### src/rtl/pbg_pkg.sv
package pbg_pkg;
   typedef enum logic [1:0] {
      ST_IDLE  = 2'd0,
      ST_DELAY = 2'd1,
      ST_WIDTH = 2'd2,
      ST_GAP   = 2'd3
   } pbg_state_e;

   localparam int unsigned OFS_STATUS = 0;
   localparam int unsigned OFS_CTRL   = 1;
   localparam int unsigned OFS_CFG    = 2;
   localparam int unsigned OFS_DELAY  = 3;
   localparam int unsigned OFS_GAP    = 4;
   localparam int unsigned OFS_WIDTH  = 5;
   localparam int unsigned OFS_COUNT  = 6;

   // timing slots: 0 = delay, 1 = width, 2 = interval
   localparam int unsigned NUM_TIM = 3;
endpackage

### src/rtl/pbg_shreg.sv
// Byte-serial loadable register: each load shifts in one byte at the bottom.
module pbg_shreg #(
   parameter int unsigned W  = 24,
   parameter int unsigned DW = 8
) (
   input  logic          clk,
   input  logic          rst_n,
   input  logic          ld,
   input  logic [DW-1:0] din,
   output logic [W-1:0]  q
);
   generate
      if (W > DW) begin : g_shift
         always_ff @(posedge clk) begin
            if (!rst_n)  q <= '0;
            else if (ld) q <= {q[W-DW-1:0], din};
         end
      end else begin : g_direct
         always_ff @(posedge clk) begin
            if (!rst_n)  q <= '0;
            else if (ld) q <= din[W-1:0];
         end
      end
   endgenerate
endmodule

### src/rtl/pbg_regs.sv
module pbg_regs
   import pbg_pkg::*;
#(
   parameter int unsigned AW = 3,
   parameter int unsigned DW = 8,
   parameter int unsigned TW = 24,
   parameter int unsigned CW = 16
) (
   input  logic                       clk,
   input  logic                       rst_n,
   input  logic                       wr_en,
   input  logic [AW-1:0]              addr,
   input  logic [DW-1:0]              wr_data,
   output logic                       fire,
   output logic                       pol,
   output logic [NUM_TIM-1:0][TW-1:0] tim,
   output logic [CW-1:0]              cnt
);
   localparam int unsigned TIM_OFS [NUM_TIM] = '{OFS_DELAY, OFS_WIDTH, OFS_GAP};

   assign fire = wr_en && (addr == AW'(OFS_CTRL)) && wr_data[0];

   always_ff @(posedge clk) begin
      if (!rst_n)
         pol <= 1'b0;
      else if (wr_en && addr == AW'(OFS_CFG))
         pol <= wr_data[0];
   end

   generate
      for (genvar g = 0; g < NUM_TIM; g++) begin : g_tim
         pbg_shreg #(.W(TW), .DW(DW)) u_tim (
            .clk   (clk),
            .rst_n (rst_n),
            .ld    (wr_en && addr == AW'(TIM_OFS[g])),
            .din   (wr_data),
            .q     (tim[g])
         );
      end
   endgenerate

   pbg_shreg #(.W(CW), .DW(DW)) u_cnt (
      .clk   (clk),
      .rst_n (rst_n),
      .ld    (wr_en && addr == AW'(OFS_COUNT)),
      .din   (wr_data),
      .q     (cnt)
   );
endmodule

### src/rtl/pbg_seq.sv
module pbg_seq
   import pbg_pkg::*;
#(
   parameter int unsigned TW = 24,
   parameter int unsigned CW = 16
) (
   input  logic          clk,
   input  logic          rst_n,
   input  logic          trig,
   input  logic [TW-1:0] dly,
   input  logic [TW-1:0] wid,
   input  logic [TW-1:0] gap,
   input  logic [CW-1:0] cnt,
   output logic          active,
   output logic          idle
);
   pbg_state_e    state;
   logic [TW-1:0] tcnt;
   logic [CW-1:0] rem;
   logic          tzero;

   assign tzero  = (tcnt == '0);
   assign active = (state == ST_WIDTH);
   assign idle   = (state == ST_IDLE);

   always_ff @(posedge clk) begin
      if (!rst_n) begin
         state <= ST_IDLE;
         tcnt  <= '0;
         rem   <= '0;
      end else begin
         unique case (state)
            ST_IDLE: if (trig) begin
               state <= ST_DELAY;
               tcnt  <= dly;
               rem   <= cnt;
            end
            ST_DELAY: if (tzero) begin
               state <= ST_WIDTH;
               tcnt  <= wid;
            end else tcnt <= tcnt - TW'(1);
            ST_WIDTH: if (tzero) begin
               if (rem == '0) state <= ST_IDLE;
               else begin
                  state <= ST_GAP;
                  tcnt  <= gap;
                  rem   <= rem - CW'(1);
               end
            end else tcnt <= tcnt - TW'(1);
            ST_GAP: if (tzero) begin
               state <= ST_WIDTH;
               tcnt  <= wid;
            end else tcnt <= tcnt - TW'(1);
            default: state <= ST_IDLE;
         endcase
      end
   end
endmodule

### src/rtl/pulse_burst_gen.sv
module pulse_burst_gen
   import pbg_pkg::*;
#(
   parameter int unsigned AW = 3,
   parameter int unsigned DW = 8,
   parameter int unsigned TW = 24,
   parameter int unsigned CW = 16
) (
   input  logic          clk,
   input  logic          rst_n,
   input  logic          start_i,
   input  logic          wr_en_i,
   input  logic          rd_en_i,
   input  logic [AW-1:0] addr_i,
   input  logic [DW-1:0] wr_data_i,
   output logic [DW-1:0] rd_data_o,
   output logic          pulse_o,
   output logic          ready_o
);
   generate
      if (AW < 3) begin : g_bad_aw
         $error("pulse_burst_gen: AW must cover offsets 0..6");
      end
      if (TW % DW != 0 || CW % DW != 0) begin : g_bad_w
         $error("pulse_burst_gen: TW and CW must be whole bytes");
      end
   endgenerate

   logic                       fire, cfg_pol, start_q, start_rise;
   logic [NUM_TIM-1:0][TW-1:0] tim;
   logic [CW-1:0]              cnt;
   logic                       active, idle;

   pbg_regs #(.AW(AW), .DW(DW), .TW(TW), .CW(CW)) u_regs (
      .clk     (clk),
      .rst_n   (rst_n),
      .wr_en   (wr_en_i),
      .addr    (addr_i),
      .wr_data (wr_data_i),
      .fire    (fire),
      .pol     (cfg_pol),
      .tim     (tim),
      .cnt     (cnt)
   );

   always_ff @(posedge clk) begin
      if (!rst_n) start_q <= 1'b0;
      else        start_q <= start_i;
   end
   assign start_rise = start_i && !start_q;

   pbg_seq #(.TW(TW), .CW(CW)) u_seq (
      .clk    (clk),
      .rst_n  (rst_n),
      .trig   (fire || start_rise),
      .dly    (tim[0]),
      .wid    (tim[1]),
      .gap    (tim[2]),
      .cnt    (cnt),
      .active (active),
      .idle   (idle)
   );

   always_ff @(posedge clk) begin
      if (!rst_n)
         rd_data_o <= '0;
      else if (rd_en_i)
         rd_data_o <= (addr_i == AW'(OFS_STATUS)) ? DW'(idle) : '0;
   end

   assign pulse_o = active ^ cfg_pol;
   assign ready_o = idle;
endmodule

### config.mk
export PLATFORM = sky130hd
export DESIGN_NAME = pulse_burst_gen
export DESIGN_NICKNAME = d
export VERILOG_FILES = /design/src/rtl/pbg_pkg.sv /design/src/rtl/pbg_shreg.sv /design/src/rtl/pbg_regs.sv /design/src/rtl/pbg_seq.sv /design/src/rtl/pulse_burst_gen.sv
export SDC_FILE = /design/constraint.sdc
export NUM_CORES = 1
export LEC_CHECK = 0
export ABC_AREA = 1
export BUFFER_PORTS_ARGS = -buffer_cell sky130_fd_sc_hd__buf_4
export CORE_MARGIN = 2
export CORE_UTILIZATION = 30
export CTS_CLUSTER_DIAMETER = 150
export DETAILED_ROUTE_END_ITERATION = 10
export PLACE_DENSITY_LB_ADDON = 0.05
export REMOVE_ABC_BUFFERS = 1
export SLEW_MARGIN = 20
export SYNTH_ARGS = -nofsm -noshare
export SYNTH_HDL_FRONTEND = slang
export SYNTH_SLANG_ARGS = --single-unit
### constraint.sdc
create_clock -name clk -period 1.9 [get_ports clk]
set_input_delay 0.19 -clock clk [delete_from_list [all_inputs] [get_ports clk]]
set_output_delay 0.19 -clock clk [all_outputs]
set_load 0.05 [all_outputs]
==> flow_metrics.tcl <==
set metrics [dict create \
    outcome "finished, final reports clean" \
    synth_commonest_cells "nand2_1 (225), nor2_1 (224), dfxtp_1 (133)" \
    reg2reg_depth 12 \
    drv_slew 0 \
    ant_nets 0 \
    crit_chain "inv_2 > nand2_1 > buf_6 > xnor2_1 > buf_4" \
    dr_wl_met2_mm 10.2 \
    hold_violations 0 \
    fmax_mhz 562 \
    ys_seq_area_share_pct 37.4 \
    whs_path_depth 4 \
    cts_root_buffer "clkbuf_16" \
    met3_length_um 407 \
    tightestPinTransition_ns 0.692 \
    critPathLaunchType "flop" \
    setup_viol 0 \
    synth_area_leader_cell "dfxtp_1" \
    core_um2 23400 \
    drt-met1-wl_mm 11.4 \
    hp-class "primary input to flop" \
    ys_async_sr_fraction_pct 0 \
    grt_pass1_vias 6162 \
    cpPeakStageDelay_ns 0.43 \
    clkSlewWorstSetupHoldPaths_ns 0.06 \
    port_buffers 18 \
    wl_mm 22.2 \
    synth-seq-cells 133 \
    rsz0062_at_grt "false" \
    drv_cap 0 \
    grt_max_degree 53 \
    gr-usage-all-layers_pct 18.4 \
    rows 56 \
    fp.dieW_um 158 \
    syn2layout_area_growth_pct 21.1 \
    netlist_instances 1067 \
    critPathMaxFanout 20 \
    fin_crit_ns 1.78 \
    highest_layer "met4" \
    place.gp.congestion 0.794 \
    fin_crit_sh_pct 93.7 \
    yosys_most_used_dff "dfxtp_1" \
    drc_errors 0 \
    dieArea_um2 25000 \
    netlist_area_um2 7110 \
    io_pins 26 \
    drive_above_1_share_pct 15.7 \
    grt_first_pass_wirelength_mm 35.0 \
    endpoint_kind "output pin" \
    numCtsBuffers 17 \
    synth.distinct_cells 37 \
    nets 1129 \
    setup_tns_ns 0 \
    wl_per_cell_um 15.4 \
    power-per-cell-area_nw_per_um2 1030 \
    first_pass_iters 4 \
    required_ns 1.71 \
    avgSynthCellArea_um2 6.67 \
    synthTopCellsByArea "dfxtp_1 (37%), nand2_1 (12%), nor2_1 (12%)" \
    via_per_inst 4.50 \
    grt_remaining_overflow 0 \
    initial_core_util_pct 30.4 \
    cts_tree "done" \
    clock-sinks 133 \
    clkLatencyLatePin_ns 0.42 \
    cp_data_arrival_time_ns 1.59 \
    drt_iter0_markers 379 \
    yosys.area.top_type_share_pct 37.4 \
    htreeDepth 4 \
    clockBufferDepth 2 \
    maxSlewHeadroom_pct 53.8 \
    vias 6489 \
    crit_type "flop to output pin" \
    finClkSkew_ns 0.00964 \
    p_leak_nw 3.82 \
    dp_hpwl_mm 15.6 \
    antenna_found_initial 0 \
    total_power_mw 8.90 \
    synth_edf_count 0 \
    diodes 0 \
    crit_slowest_cell "dfxtp_1" \
    synth_warnings 0 \
    ir_drop_uv 497 \
    yosysMostFrequentCell "nand2_1" \
    die_height_um 158 \
]
[where the power goes]
part	total [mW]	leakage [nW]	switching (mW)	internal, mW
registers	3.06	1.08	0.117	2.94
clock network	3.77	0.322	1.39	2.38
logic	2.06	2.41	1.31	0.753
[registers in the layout, indices dropped and copies added (netlist names)]
| register | cells |
|---|---|
| rd_data_o | 1 |
| u_seq.tcnt | 24 |
| u_seq.rem | 16 |
| u_regs.u_cnt.q | 16 |
| u_seq.state | 2 |
| u_regs.pol | 1 |
| start_q | 1 |
| u_regs.g_tim.u_tim.q | 72 |
[critical path: cells and delay by family, from the launching register on]
family / cells / cell delay, ns
xor+xnor: 1 / 0.14
simple gates: 1 / 0.10
buf+inv: 3 / 0.49
flops: 1 / 0.43
[cell type report]
type | count | area (um^2)
Clock buffer | 18 | 439
Inverter | 95 | 362
Tap cell | 319 | 399
Fill cell | 2610 | 14800
Sequential cell | 133 | 2660
Multi-Input combinational cell | 786 | 3820
Timing Repair Buffer | 77 | 706
Clock inverter | 14 | 220
[metrics by stage]
| stage | hold slack [ns] | std cells | setup WS [ns] | instance area (um^2) | util, % |
|---|---|---|---|---|---|
| floorplan | 0.283 | 1014 | -0.861 | 6810 | - |
| global placement | 0.382 | 1406 | 0.117 | 7870 | 33.6 |
| detailed placement | 0.387 | 1406 | 0.0610 | 7870 | 33.6 |
| CTS | 0.0195 | 1439 | 0.0510 | 8540 | 36.5 |
| global route | 0.0488 | 1442 | 0.00244 | 8610 | 36.8 |
| finish | 0.0377 | 1442 | 0.119 | 8610 | 36.8 |
[layer usage]
layer,vias to the layer above,track usage [%]
met5,-,0
met4,0,4.33
met3,10,3.07
met2,57,29.8
met1,2954,25.6
li1,3468,-
[path summary, 6_finish.rpt]
check,start,end,slack (ns)
worst min-delay path,rd_en_i,rd_data_o[0]$_SDFFE_PN0P_,0.04
worst min register to register,u_regs.g_tim[2].u_tim.q[23]$_SDFFE_PN0P_,u_regs.g_tim[2].u_tim.q[23]$_SDFFE_PN0P_,0.46
worst max-delay path,u_seq.state[0]$_SDFFE_PN0P_,pulse_o,0.12
worst max register to register,u_seq.tcnt[1]$_SDFFE_PN0P_,u_seq.rem[0]$_SDFFE_PN0P_,0.16
[cell families after synthesis]
logic type                 share of synthesized area, %
adders and majority gates                         0.528
AOI/OAI and AO/OA                                  16.2
DFF                                                37.4
buffers and inverters                              9.54
and+or+nand+nor                                    34.8
xor gates and xnor gates                           1.48
other                                            0.0527
[timing repair]
action,CTS,global route
setup endpoints to repair,0,40
hold buffers,1,0
resized for setup,0,12
hold endpoints to repair,1,0
setup buffers,0,2
[cell usage in the layout (no fill, tap or decap), types with 3 or more instances in the layout]
cell type  count
a22o_1        21
nand4_1        8
o21ai_0      104
xor2_1        10
a21oi_2       22
nand3_1       46
nor2_1       222
buf_4         65
a21oi_1       48
nor2_4         5
conb_1         7
nand2_1      223
nand2_4        4
nand3b_1      24
inv_6          6
nor2_2        17
dfxtp_1      133
buf_12         8
or2_2          4
clkbuf_16     18
bufinv_16      5
inv_1         91
inv_2          3
nand2_2        5
(Power assumes the default switching activity.)
